--- config.mk ---
export PLATFORM = sky130hd
export DESIGN_NAME = frd_responder
export DESIGN_NICKNAME = d
export VERILOG_FILES = /design/src/rtl/frd_pkg.sv /design/src/rtl/frd_pin_sync.sv /design/src/rtl/frd_cmd_fsm.sv /design/src/rtl/frd_store.sv /design/src/rtl/frd_tx.sv /design/src/rtl/frd_responder.sv
export SDC_FILE = /design/constraint.sdc
export NUM_CORES = 1
export LEC_CHECK = 0
export BUFFER_PORTS_ARGS = -buffer_cell sky130_fd_sc_hd__buf_2
export CAP_MARGIN = 20
export CORE_UTILIZATION = 47
export CTS_CLUSTER_SIZE = 14
export DETAILED_ROUTE_END_ITERATION = 10
export HOLD_SLACK_MARGIN = 0.06
export MAX_ROUTING_LAYER = met4
export SETUP_SLACK_MARGIN = 0.4
export SLEW_MARGIN = 20
export SYNTH_ARGS = -nofsm -noshare
export SYNTH_HDL_FRONTEND = slang
export SYNTH_SLANG_ARGS = --single-unit
--- constraint.sdc ---
create_clock -name clk -period 1.8 [get_ports clk]
set_input_delay 0.18 -clock clk [delete_from_list [all_inputs] [get_ports clk]]
set_output_delay 0.18 -clock clk [all_outputs]
set_load 0.05 [all_outputs]
--- src/rtl/frd_pkg.sv ---
package frd_pkg;

  typedef enum logic [2:0] {
    PH_IDLE,
    PH_OPC,
    PH_ADDR,
    PH_DUMMY,
    PH_DATA,
    PH_REJECT
  } frd_phase_e;

  // Storage content: XOR fold of the location bytes, offset by 0xA5.
  function automatic logic [7:0] frd_pattern(input logic [31:0] loc);
    return loc[7:0] ^ loc[15:8] ^ loc[23:16] ^ loc[31:24] ^ 8'hA5;
  endfunction

endpackage

--- src/rtl/frd_pin_sync.sv ---
module frd_pin_sync #(
  parameter int W = 3,
  parameter int STAGES = 2,
  parameter logic [W-1:0] RST_VAL = '0
) (
  input  logic         clk,
  input  logic         rst,
  input  logic [W-1:0] pin_i,
  output logic [W-1:0] lvl_o
);

  logic [W-1:0] stg [STAGES];

  for (genvar g = 0; g < STAGES; g++) begin : g_stage
    if (g == 0) begin : g_first
      always_ff @(posedge clk) begin
        if (rst) stg[g] <= RST_VAL;
        else     stg[g] <= pin_i;
      end
    end else begin : g_next
      always_ff @(posedge clk) begin
        if (rst) stg[g] <= RST_VAL;
        else     stg[g] <= stg[g-1];
      end
    end
  end

  assign lvl_o = stg[STAGES-1];

endmodule

--- src/rtl/frd_cmd_fsm.sv ---
module frd_cmd_fsm
  import frd_pkg::*;
#(
  parameter int          ADDR_W     = 24,
  parameter int          LOC_W      = 19,
  parameter int          DUMMY_BITS = 8,
  parameter logic [7:0]  OPCODE     = 8'h0B
) (
  input  logic             clk,
  input  logic             rst,
  input  logic             cs_hi,
  input  logic             sck_rise,
  input  logic             si_s,
  output frd_phase_e       phase,
  output logic             addr_vld,
  output logic [LOC_W-1:0] addr
);

  localparam int CNT_W = $clog2(ADDR_W);

  logic [CNT_W-1:0] cnt;
  logic [LOC_W-2:0] sh;
  logic [LOC_W-1:0] nxt;
  logic [7:0]       opc_q;

  assign nxt = {sh, si_s};

  always_ff @(posedge clk) begin
    addr_vld <= 1'b0;
    if (rst || cs_hi) begin
      phase <= PH_IDLE;
      cnt   <= '0;
      sh    <= '0;
      opc_q <= '0;
      addr  <= '0;
    end else begin
      case (phase)
        PH_IDLE: phase <= PH_OPC;
        PH_OPC, PH_ADDR, PH_DUMMY: begin
          if (sck_rise) begin
            sh  <= nxt[LOC_W-2:0];
            cnt <= cnt + 1'b1;
            if (phase == PH_OPC && cnt == CNT_W'(7)) begin
              opc_q <= nxt[7:0];
              phase <= (nxt[7:0] == OPCODE) ? PH_ADDR : PH_REJECT;
              cnt   <= '0;
            end else if (phase == PH_ADDR && cnt == CNT_W'(ADDR_W - 1)) begin
              addr     <= nxt;
              addr_vld <= 1'b1;
              phase    <= PH_DUMMY;
              cnt      <= '0;
            end else if (phase == PH_DUMMY && cnt == CNT_W'(DUMMY_BITS - 1)) begin
              phase <= PH_DATA;
              cnt   <= '0;
            end
          end
        end
        default: ;
      endcase
    end
  end


  addr_opc_chk: assert property (@(posedge clk) disable iff (rst)
    (phase == PH_ADDR) |-> (opc_q == OPCODE));


  reject_hold_chk: assert property (@(posedge clk) disable iff (rst)
    (phase == PH_REJECT) |=> (phase == PH_REJECT || phase == PH_IDLE));

endmodule

--- src/rtl/frd_store.sv ---
module frd_store
  import frd_pkg::*;
#(
  parameter int LOC_W = 19
) (
  input  logic             clk,
  input  logic             rd_en,
  input  logic [LOC_W-1:0] rd_addr,
  output logic [7:0]       rd_data
);

  always_ff @(posedge clk) begin
    if (rd_en) rd_data <= frd_pattern(32'(rd_addr));
  end

endmodule

--- src/rtl/frd_tx.sv ---
module frd_tx
  import frd_pkg::*;
#(
  parameter int LOC_W = 19
) (
  input  logic             clk,
  input  logic             rst,
  input  frd_phase_e       phase,
  input  logic             sck_fall,
  input  logic             addr_vld,
  input  logic [LOC_W-1:0] addr,
  input  logic [7:0]       rd_data,
  output logic             rd_en,
  output logic [LOC_W-1:0] rd_addr,
  output logic             so,
  output logic             so_oe
);

  logic [2:0] bidx;
  logic [7:0] sh;

  always_ff @(posedge clk) begin
    rd_en <= 1'b0;
    if (rst) begin
      rd_addr <= '0;
      so      <= 1'b0;
      so_oe   <= 1'b0;
      bidx    <= '0;
      sh      <= '0;
    end else if (phase != PH_DATA) begin
      so_oe <= 1'b0;
      bidx  <= '0;
      if (addr_vld) begin
        rd_addr <= addr;
        rd_en   <= 1'b1;
      end
    end else if (sck_fall) begin
      so_oe <= 1'b1;
      bidx  <= bidx + 1'b1;
      if (bidx == 3'd0) begin
        so      <= rd_data[7];
        sh      <= {rd_data[6:0], 1'b0};
        rd_addr <= rd_addr + 1'b1;
        rd_en   <= 1'b1;
      end else begin
        so <= sh[7];
        sh <= {sh[6:0], 1'b0};
      end
    end
  end


  so_edge_chk: assert property (@(posedge clk) disable iff (rst)
    !sck_fall |=> $stable(so));

endmodule

--- src/rtl/frd_responder.sv ---
module frd_responder
  import frd_pkg::*;
#(
  parameter int         ADDR_W      = 24,
  parameter int         LOC_W       = 19,
  parameter int         DUMMY_BITS  = 8,
  parameter int         SYNC_STAGES = 2,
  parameter logic [7:0] OPCODE      = 8'h0B
) (
  input  logic clk,
  input  logic rst,
  input  logic cs_n,
  input  logic sck,
  input  logic si,
  output logic so,
  output logic so_oe
);

  logic [2:0]       pins_s;
  logic             cs_s, sck_s, si_s, sck_prev;
  logic             sck_rise, sck_fall;
  frd_phase_e       phase;
  logic             addr_vld, rd_en;
  logic [LOC_W-1:0] addr, rd_addr;
  logic [7:0]       rd_data;

  frd_pin_sync #(.W(3), .STAGES(SYNC_STAGES), .RST_VAL(3'b100)) u_sync (
    .clk(clk), .rst(rst), .pin_i({cs_n, sck, si}), .lvl_o(pins_s)
  );

  assign cs_s  = pins_s[2];
  assign sck_s = pins_s[1];
  assign si_s  = pins_s[0];

  always_ff @(posedge clk) begin
    if (rst) sck_prev <= 1'b0;
    else     sck_prev <= sck_s;
  end

  assign sck_rise = sck_s & ~sck_prev & ~cs_s;
  assign sck_fall = ~sck_s & sck_prev & ~cs_s;

  frd_cmd_fsm #(
    .ADDR_W(ADDR_W), .LOC_W(LOC_W), .DUMMY_BITS(DUMMY_BITS), .OPCODE(OPCODE)
  ) u_fsm (
    .clk(clk), .rst(rst), .cs_hi(cs_s), .sck_rise(sck_rise), .si_s(si_s),
    .phase(phase), .addr_vld(addr_vld), .addr(addr)
  );

  frd_store #(.LOC_W(LOC_W)) u_store (
    .clk(clk), .rd_en(rd_en), .rd_addr(rd_addr), .rd_data(rd_data)
  );

  frd_tx #(.LOC_W(LOC_W)) u_tx (
    .clk(clk), .rst(rst), .phase(phase), .sck_fall(sck_fall),
    .addr_vld(addr_vld), .addr(addr), .rd_data(rd_data),
    .rd_en(rd_en), .rd_addr(rd_addr), .so(so), .so_oe(so_oe)
  );


  hdr_hiz_chk: assert property (@(posedge clk) disable iff (rst)
    (phase != PH_DATA && $past(phase) != PH_DATA) |-> !so_oe);


  oe_start_chk: assert property (@(posedge clk) disable iff (rst)
    $rose(so_oe) |-> (phase == PH_DATA));


  cs_end_chk: assert property (@(posedge clk) disable iff (rst)
    (cs_s && $past(cs_s) && $past(cs_s, 2)) |-> !so_oe);

endmodule

==> results of run 1 <==
-- power by group through the flow --
stage	sequential [mW]	combinational, mW	clock (mW)
2_1_floorplan	2.14	0.0342	0
3_3_place_gp	2.14	0.0477	0
3_5_place_dp	2.14	0.0476	0
4_1_cts	2.09	0.0571	1.57
5_1_grt	2.09	0.0702	1.65
6_report	2.09	0.0644	1.55
-- worst paths after layout --
kind / startpoint / cells past startpoint / to / slack [ns]
worst min-delay path: rst / 2 / u_sync.stg[1][1] / 0.25
worst max register to register: u_fsm.phase[0] / 3 / u_tx.rd_addr[14] / 0.11
worst min register to register: u_sync.stg[0][2] / 1 / u_sync.stg[1][2] / 0.42
worst max-delay path: u_fsm.phase[0] / 3 / u_tx.rd_addr[14] / 0.11
-- sequential cells by signal, summed over array words and instances (netlist names) --
| signal | count |
|---|---|
| sck_prev | 1 |
| u_fsm.addr | 19 |
| u_fsm.addr_vld | 1 |
| u_fsm.cnt | 5 |
| u_fsm.phase | 3 |
| u_fsm.sh | 18 |
| u_store.rd_data | 8 |
| u_sync.stg | 6 |
| u_tx.bidx | 3 |
| u_tx.rd_addr | 19 |
| u_tx.rd_en | 1 |
| u_tx.sh | 7 |
| u_tx.so | 1 |
| u_tx.so_oe | 1 |
-- final cells by class --
| cell class | count | share of cell area [%] |
|---|---|---|
| Clock buffer | 10 | 2.62 |
| Clock inverter | 6 | 1.28 |
| Inverter | 4 | 0.264 |
| Multi-Input combinational cell | 328 | 45.6 |
| Sequential cell | 93 | 34.6 |
| Tap cell | 105 | 2.31 |
| Timing Repair Buffer | 76 | 13.4 |
-- cell usage after synthesis (2+ instances only) --
master      n  share of area [%]
a211oi_1   10                1.8
a21oi_1    31                3.8
a2bb2oi_1   3               0.64
a32o_1      5                1.2
and2_1      4               0.61
and3_1      7                1.1
and4_1      3               0.64
buf_2       9                1.1
buf_6       4                1.1
clkbuf_1   15                1.4
dfxtp_1    85                 41
edfxtp_1    8                5.8
ha_1        4                1.2
inv_1       4               0.37
mux2i_1    27                6.6
nand2_1    68                6.2
nand2b_1    3               0.46
nand3_1    12                1.5
nand4_1     9                1.4
nor2_1     50                4.6
nor2_2      2               0.30
nor2b_1     7                1.1
nor3_1      9                1.1
nor3b_1     2               0.37
nor4_1      4               0.61
o21ai_0     9                1.1
o22ai_1     3               0.46
o31ai_1     5               0.91
o41ai_1     4               0.85
or2_2       4               0.61
or3_1       3               0.46
or3b_1      2               0.43
or4_1       2               0.37
xnor2_1     9                1.9
xor2_1      8                1.7
-- repair_timing --
item,4_1_cts,5_1_grt
resized for setup,65,103
hold buffers,3,0
pin swaps,24,48
hold endpoints to repair,3,0
buffers inserted,22,6
cloned,3,2
endpoints found under the setup margin,75,77
-- stage by stage --
step / area (um^2) / instances / power, mW / utilization (%)
final: 5690 / 622 / 3.71 / 68.2
after detailed placement: 4480 / 570 / 2.19 / 53.8
after global routing: 5690 / 622 / 3.81 / 68.2
after floorplan: 4250 / 454 / 2.17 / -
after CTS: 5190 / 614 / 3.72 / 62.2
after global placement: 4480 / 570 / 2.19 / 53.8
-- layer usage --
| metal | GRT usage (%) | vias up | share of wire (%) |
|---|---|---|---|
| li1 | - | 1734 | - |
| met1 | 28.6 | 1651 | 43 |
| met2 | 40.2 | 86 | 50 |
| met3 | 4.47 | 18 | 5.1 |
| met4 | 9.83 | 0 | 2.1 |
| met5 | - | - | 0 |
-- cell families after synthesis --
kind of cell             count (synthesis)  synth area share [%]
multiplexers                            28                  6.85
AO/OA/AOI/OAI                           80                  13.0
adder cells (fa/ha/maj)                  4                  1.22
AND/OR/NAND/NOR                        199                  24.0
buffers and inverters                   33                  4.02
flip-flops                              93                  47.3
XOR/XNOR                                17                  3.62
-- critical path: stages, from the launching register on --
cell and delay (ns):
dfxtp_4 0.37, or3b_4 0.44, or4_1 0.55, a32o_1 0.23
==> impl_metrics.yaml, run 1 <==
detailed_routing:
  via_per_inst: 5.61
  drc_errors: 0
  routed_wl_um: 10500
  dr.pass1.iters: 4
  ant_nets: 0
  drtIter0Drc: 195
  wl_per_cell_um: 16.9
  via_count: 3489
sta:
  tightest_slew_ns: 0.473
  fin_ws_ns: 0.106
  relSlewSlack_pct: 68.5
  min_period_over_period_pct: 94.1
  setup_viol_count_final: 0
  finalCriticalPeriod_ns: 1.69
  fin_worst_skew_ns: 0.0118
  finalHoldViolations: 0
  rsz0062_at_grt: "true"
  max_freq_ghz: 0.590
  fin_setup_tns_ns: 0
  final-max-slew-violation-count: 0
  holdWs_ns: 0.249
clocking:
  clock_sinks: 93
  h-tree-depth: 3
  clk_pin_slew_ns: 0.10
  cts-root-buf: "clkbuf_8"
  cts_buffers: 9
  cts_max_path_buffers: 2
  worstSkewPairLatency_ns: 0.37
  cts_tree: "built"
placement:
  post-place-ws_ns: 0.0181
  place_congestion: 0.845
  dp_hpwl_um: 6440
  io_buffers: 6
pwr:
  p_int_mw: 2.86
  power.switching_mw: 0.849
  powerDensity_nw_per_um2: 651
  power_frac_clock_pct: 41.9
  p_sw_share_pct: 22.9
  ir_drop_uv: 384
  p_leak_nw: 2.34
  p_seq_share_pct: 56.4
  power_frac_comb_pct: 1.7
setup_path:
  end_kind: "flop"
  path_class: "flop to flop"
  cp-start-kind: "flop"
  arrival_ns: 1.95
  crit_required_ns: 2.06
  cp_max_fo: 6
yosys:
  ys_types: 55
  synth_area_um2: 4110
  synth_edf_count: 8
  syn-num-nets: 463
  ys_ff_latch: 93
  ys.flop_type: "dfxtp_1"
  avgSynthCellArea_um2: 9.05
  synth-async-reset-ratio_pct: 0
  synth_cells: 454
  synth.yosys.seq_area_share_pct: 47.3
  yosys_warnings: 0
job:
  cap_violations: 0
floorplanning:
  die-area_um2: 9120
  fp.coreArea_um2: 8340
  die_x_um: 95.5
  die_y_um: 95.5
  initial_core_util_pct: 49.2
  rows: 33
  io_pins: 7
global_routing:
  antenna_found_initial: 0
  overflow: 0
  grt_pass1_vias: 3353
  grt_max_degree: 27
  grt_use_total_pct: 24.1
  grt_pass1_wl_um: 16000
layout:
  fill_cells: 645
  nNetsFinal: 521
  area_delta_synth_final_pct: 38.5
  mostFrequentLayoutCells: "dfxtp_1, nand2_1, buf_4, nor2_1, mux2i_1"
  mostFrequentLayoutCell: "dfxtp_1"
  regArea_um2: 1970
  multi_input_area_um2: 2590
  n_antenna_cell: 0
  drive_gt1_share_pct: 41.8
min_path:
  hp-class: "input pin to flop"
status:
  status: "completed"
(Power assumes the default switching activity.)
==> run 2, diff against run 1 <==
--- a/config.mk
+++ b/config.mk
@@ -7,11 +7,12 @@
 export LEC_CHECK = 0
 export BUFFER_PORTS_ARGS = -buffer_cell sky130_fd_sc_hd__buf_2
 export CAP_MARGIN = 20
-export CORE_UTILIZATION = 47
+export CORE_UTILIZATION = 52
 export CTS_CLUSTER_SIZE = 14
 export DETAILED_ROUTE_END_ITERATION = 10
 export HOLD_SLACK_MARGIN = 0.06
 export MAX_ROUTING_LAYER = met4
+export PLACE_DENSITY = 0.71
 export SETUP_SLACK_MARGIN = 0.4
 export SLEW_MARGIN = 20
 export SYNTH_ARGS = -nofsm -noshare
==> run 2 against run 1 <==
  * Global-route usage grew 7.0 points
  * Routed wire length up 22%
  * Highest routed layer unchanged
  * Critical path type unchanged
  * Flip-flop and latch count stayed put
==> impl_metrics.yaml, run 2 (synthesis gave the netlist of run 1 again) <==
status:
  status: "completed"
floorplanning:
  io_pins: 7
  rows: 32
  die_y_um: 90.9
  die_x_um: 90.9
  die-area_um2: 8260
  fp.coreArea_um2: 7690
  initial_core_util_pct: 53.4
job:
  cap_violations: 0
clocking:
  clock_sinks: 93
  cts-root-buf: "clkbuf_8"
  clk_pin_slew_ns: 0.10
  cts_max_path_buffers: 2
  cts_tree: "built"
  h-tree-depth: 3
  worstSkewPairLatency_ns: 0.37
  cts_buffers: 9
detailed_routing:
  routed_wl_um: 12800
  drc_errors: 0
  wl_per_cell_um: 19.9
  ant_nets: 0
  drtIter0Drc: 314
  via_count: 3871
  via_per_inst: 6.03
  dr.pass1.iters: 7
setup_path:
  crit_chain: "or3b_4 > bufbuf_16 > o41a_1 > o31ai_2"
  cp-start-kind: "flop"
  arrival_ns: 2.02
  cp_max_fo: 7
  path_class: "flop to flop"
  crit_required_ns: 2.10
  end_kind: "flop"
  max_stage_delay_ns: 0.46
  slowest_stage: "or3b_4"
  reg2reg_slack_ns: 0.08
global_routing:
  grt_max_degree: 40
  grt_use_total_pct: 31.2
  grt_pass1_vias: 3789
  antenna_found_initial: 0
  overflow: 0
  grt_pass1_wl_um: 19500
sta:
  max_freq_ghz: 0.581
  finalCriticalPeriod_ns: 1.72
  relSlewSlack_pct: 73.3
  tightest_slew_ns: 0.399
  finalHoldViolations: 0
  rsz0062_at_grt: "true"
  setup_viol_count_final: 0
  fin_worst_skew_ns: 0.00917
  min_period_over_period_pct: 95.6
  final-max-slew-violation-count: 0
layout:
  area_delta_synth_final_pct: 48.2
  fin_area_um2: 6090
  multi_input_area_um2: 2670
  nNetsFinal: 544
  reg_top3: "u_fsm.addr: 19 flops, u_tx.rd_addr: 19 flops, u_fsm.sh: 18 flops"
  n_antenna_cell: 0
  final_util_pct: 79.2
  drive_gt1_share_pct: 43.9
  fill_cells: 466
  regArea_um2: 1980
  mostFrequentLayoutCell: "dfxtp_1"
  mostFrequentLayoutCells: "dfxtp_1, buf_4, nand2_1, nor2_1, mux2i_1"
placement:
  dp_hpwl_um: 6500
  place_congestion: 0.869
  io_buffers: 6
  placed_cell_area_um2: 4510
pwr:
  p_leak_nw: 2.55
  powerDensity_nw_per_um2: 615
  ir_drop_uv: 589
min_path:
  hp-class: "input pin to flop"
[run 2: changes by cell type in the layout (fill, tap and decap cells not counted), moves of 5 or more]
cell	before	now
a21oi_1	8	13
a21oi_2	22	17
buf_16	1	7
buf_6	16	23
buf_4	41	49
[run 2: metal layers]
metal,share of wire (%),vias up,track usage [%]
met3,6.4,46,4.63
met1,40,1857,37.6
met4,3.5,0,14.9
li1,-,1777,-
met2,50,191,51.1
met5,0,-,-
[run 2: area by class of cell]
| class | instances | area share [%] |
|---|---|---|
| flip-flops and latches | 93 | 32.4 |
| inverters | 4 | 0.247 |
| well taps | 102 | 2.10 |
| repair buffers | 98 | 17.8 |
| clock inverters | 6 | 1.54 |
| clock buffers | 10 | 2.10 |
| multi-input cells | 329 | 43.8 |
[run 2: repair_timing]
action / in CTS / in global routing
resized for setup: 112 / 74
setup endpoints to repair: 75 / 75
gates cloned: 10 / 0
hold buffers: 3 / 0
endpoints found under the hold margin: 3 / 0
setup buffers: 34 / 11
pin swaps: 43 / 47
[run 2: path summary, 6_finish.rpt]
check | startpoint | end | cells past startpoint
setup / recovery | u_fsm.phase[1] | u_tx.rd_addr[18] | 4
hold / removal | rst | u_tx.sh[7] | 2
setup reg to reg | u_fsm.phase[1] | u_tx.rd_addr[18] | 4
hold reg to reg | u_sync.stg[0][0] | u_sync.stg[1][0] | 1
[run 2: power breakdown]
part / internal [mW] / total, mW / switching, mW
sequential: 2.08 / 2.09 / 0.00741
combinational: 0.0314 / 0.0765 / 0.0451
clock: 0.798 / 1.58 / 0.785
total: 2.91 / 3.75 / 0.837
[run 2: worst max-delay path, delay by kind of cell (launching register included)]
kind / cells / cell delay (ns)
compound gates: 2 / 0.54
flops: 1 / 0.35
simple gates: 1 / 0.46
buf+inv: 1 / 0.30
[run 2: metrics by stage]
step | setup WS [ns] | total power, mW | std cells | hold WS, ns | TNS, ns
3_5_place_dp | -0.0203 | 2.19 | 568 | 0.369 | -0.0344
6_report | 0.0801 | 3.75 | 642 | 0.201 | 0
4_1_cts | 0.0749 | 3.75 | 631 | 0.180 | 0
2_1_floorplan | 0.0735 | 2.17 | 454 | 0.284 | 0
5_1_grt | 0.0306 | 3.85 | 642 | 0.226 | 0
3_3_place_gp | 0.0130 | 2.19 | 568 | 0.363 | 0
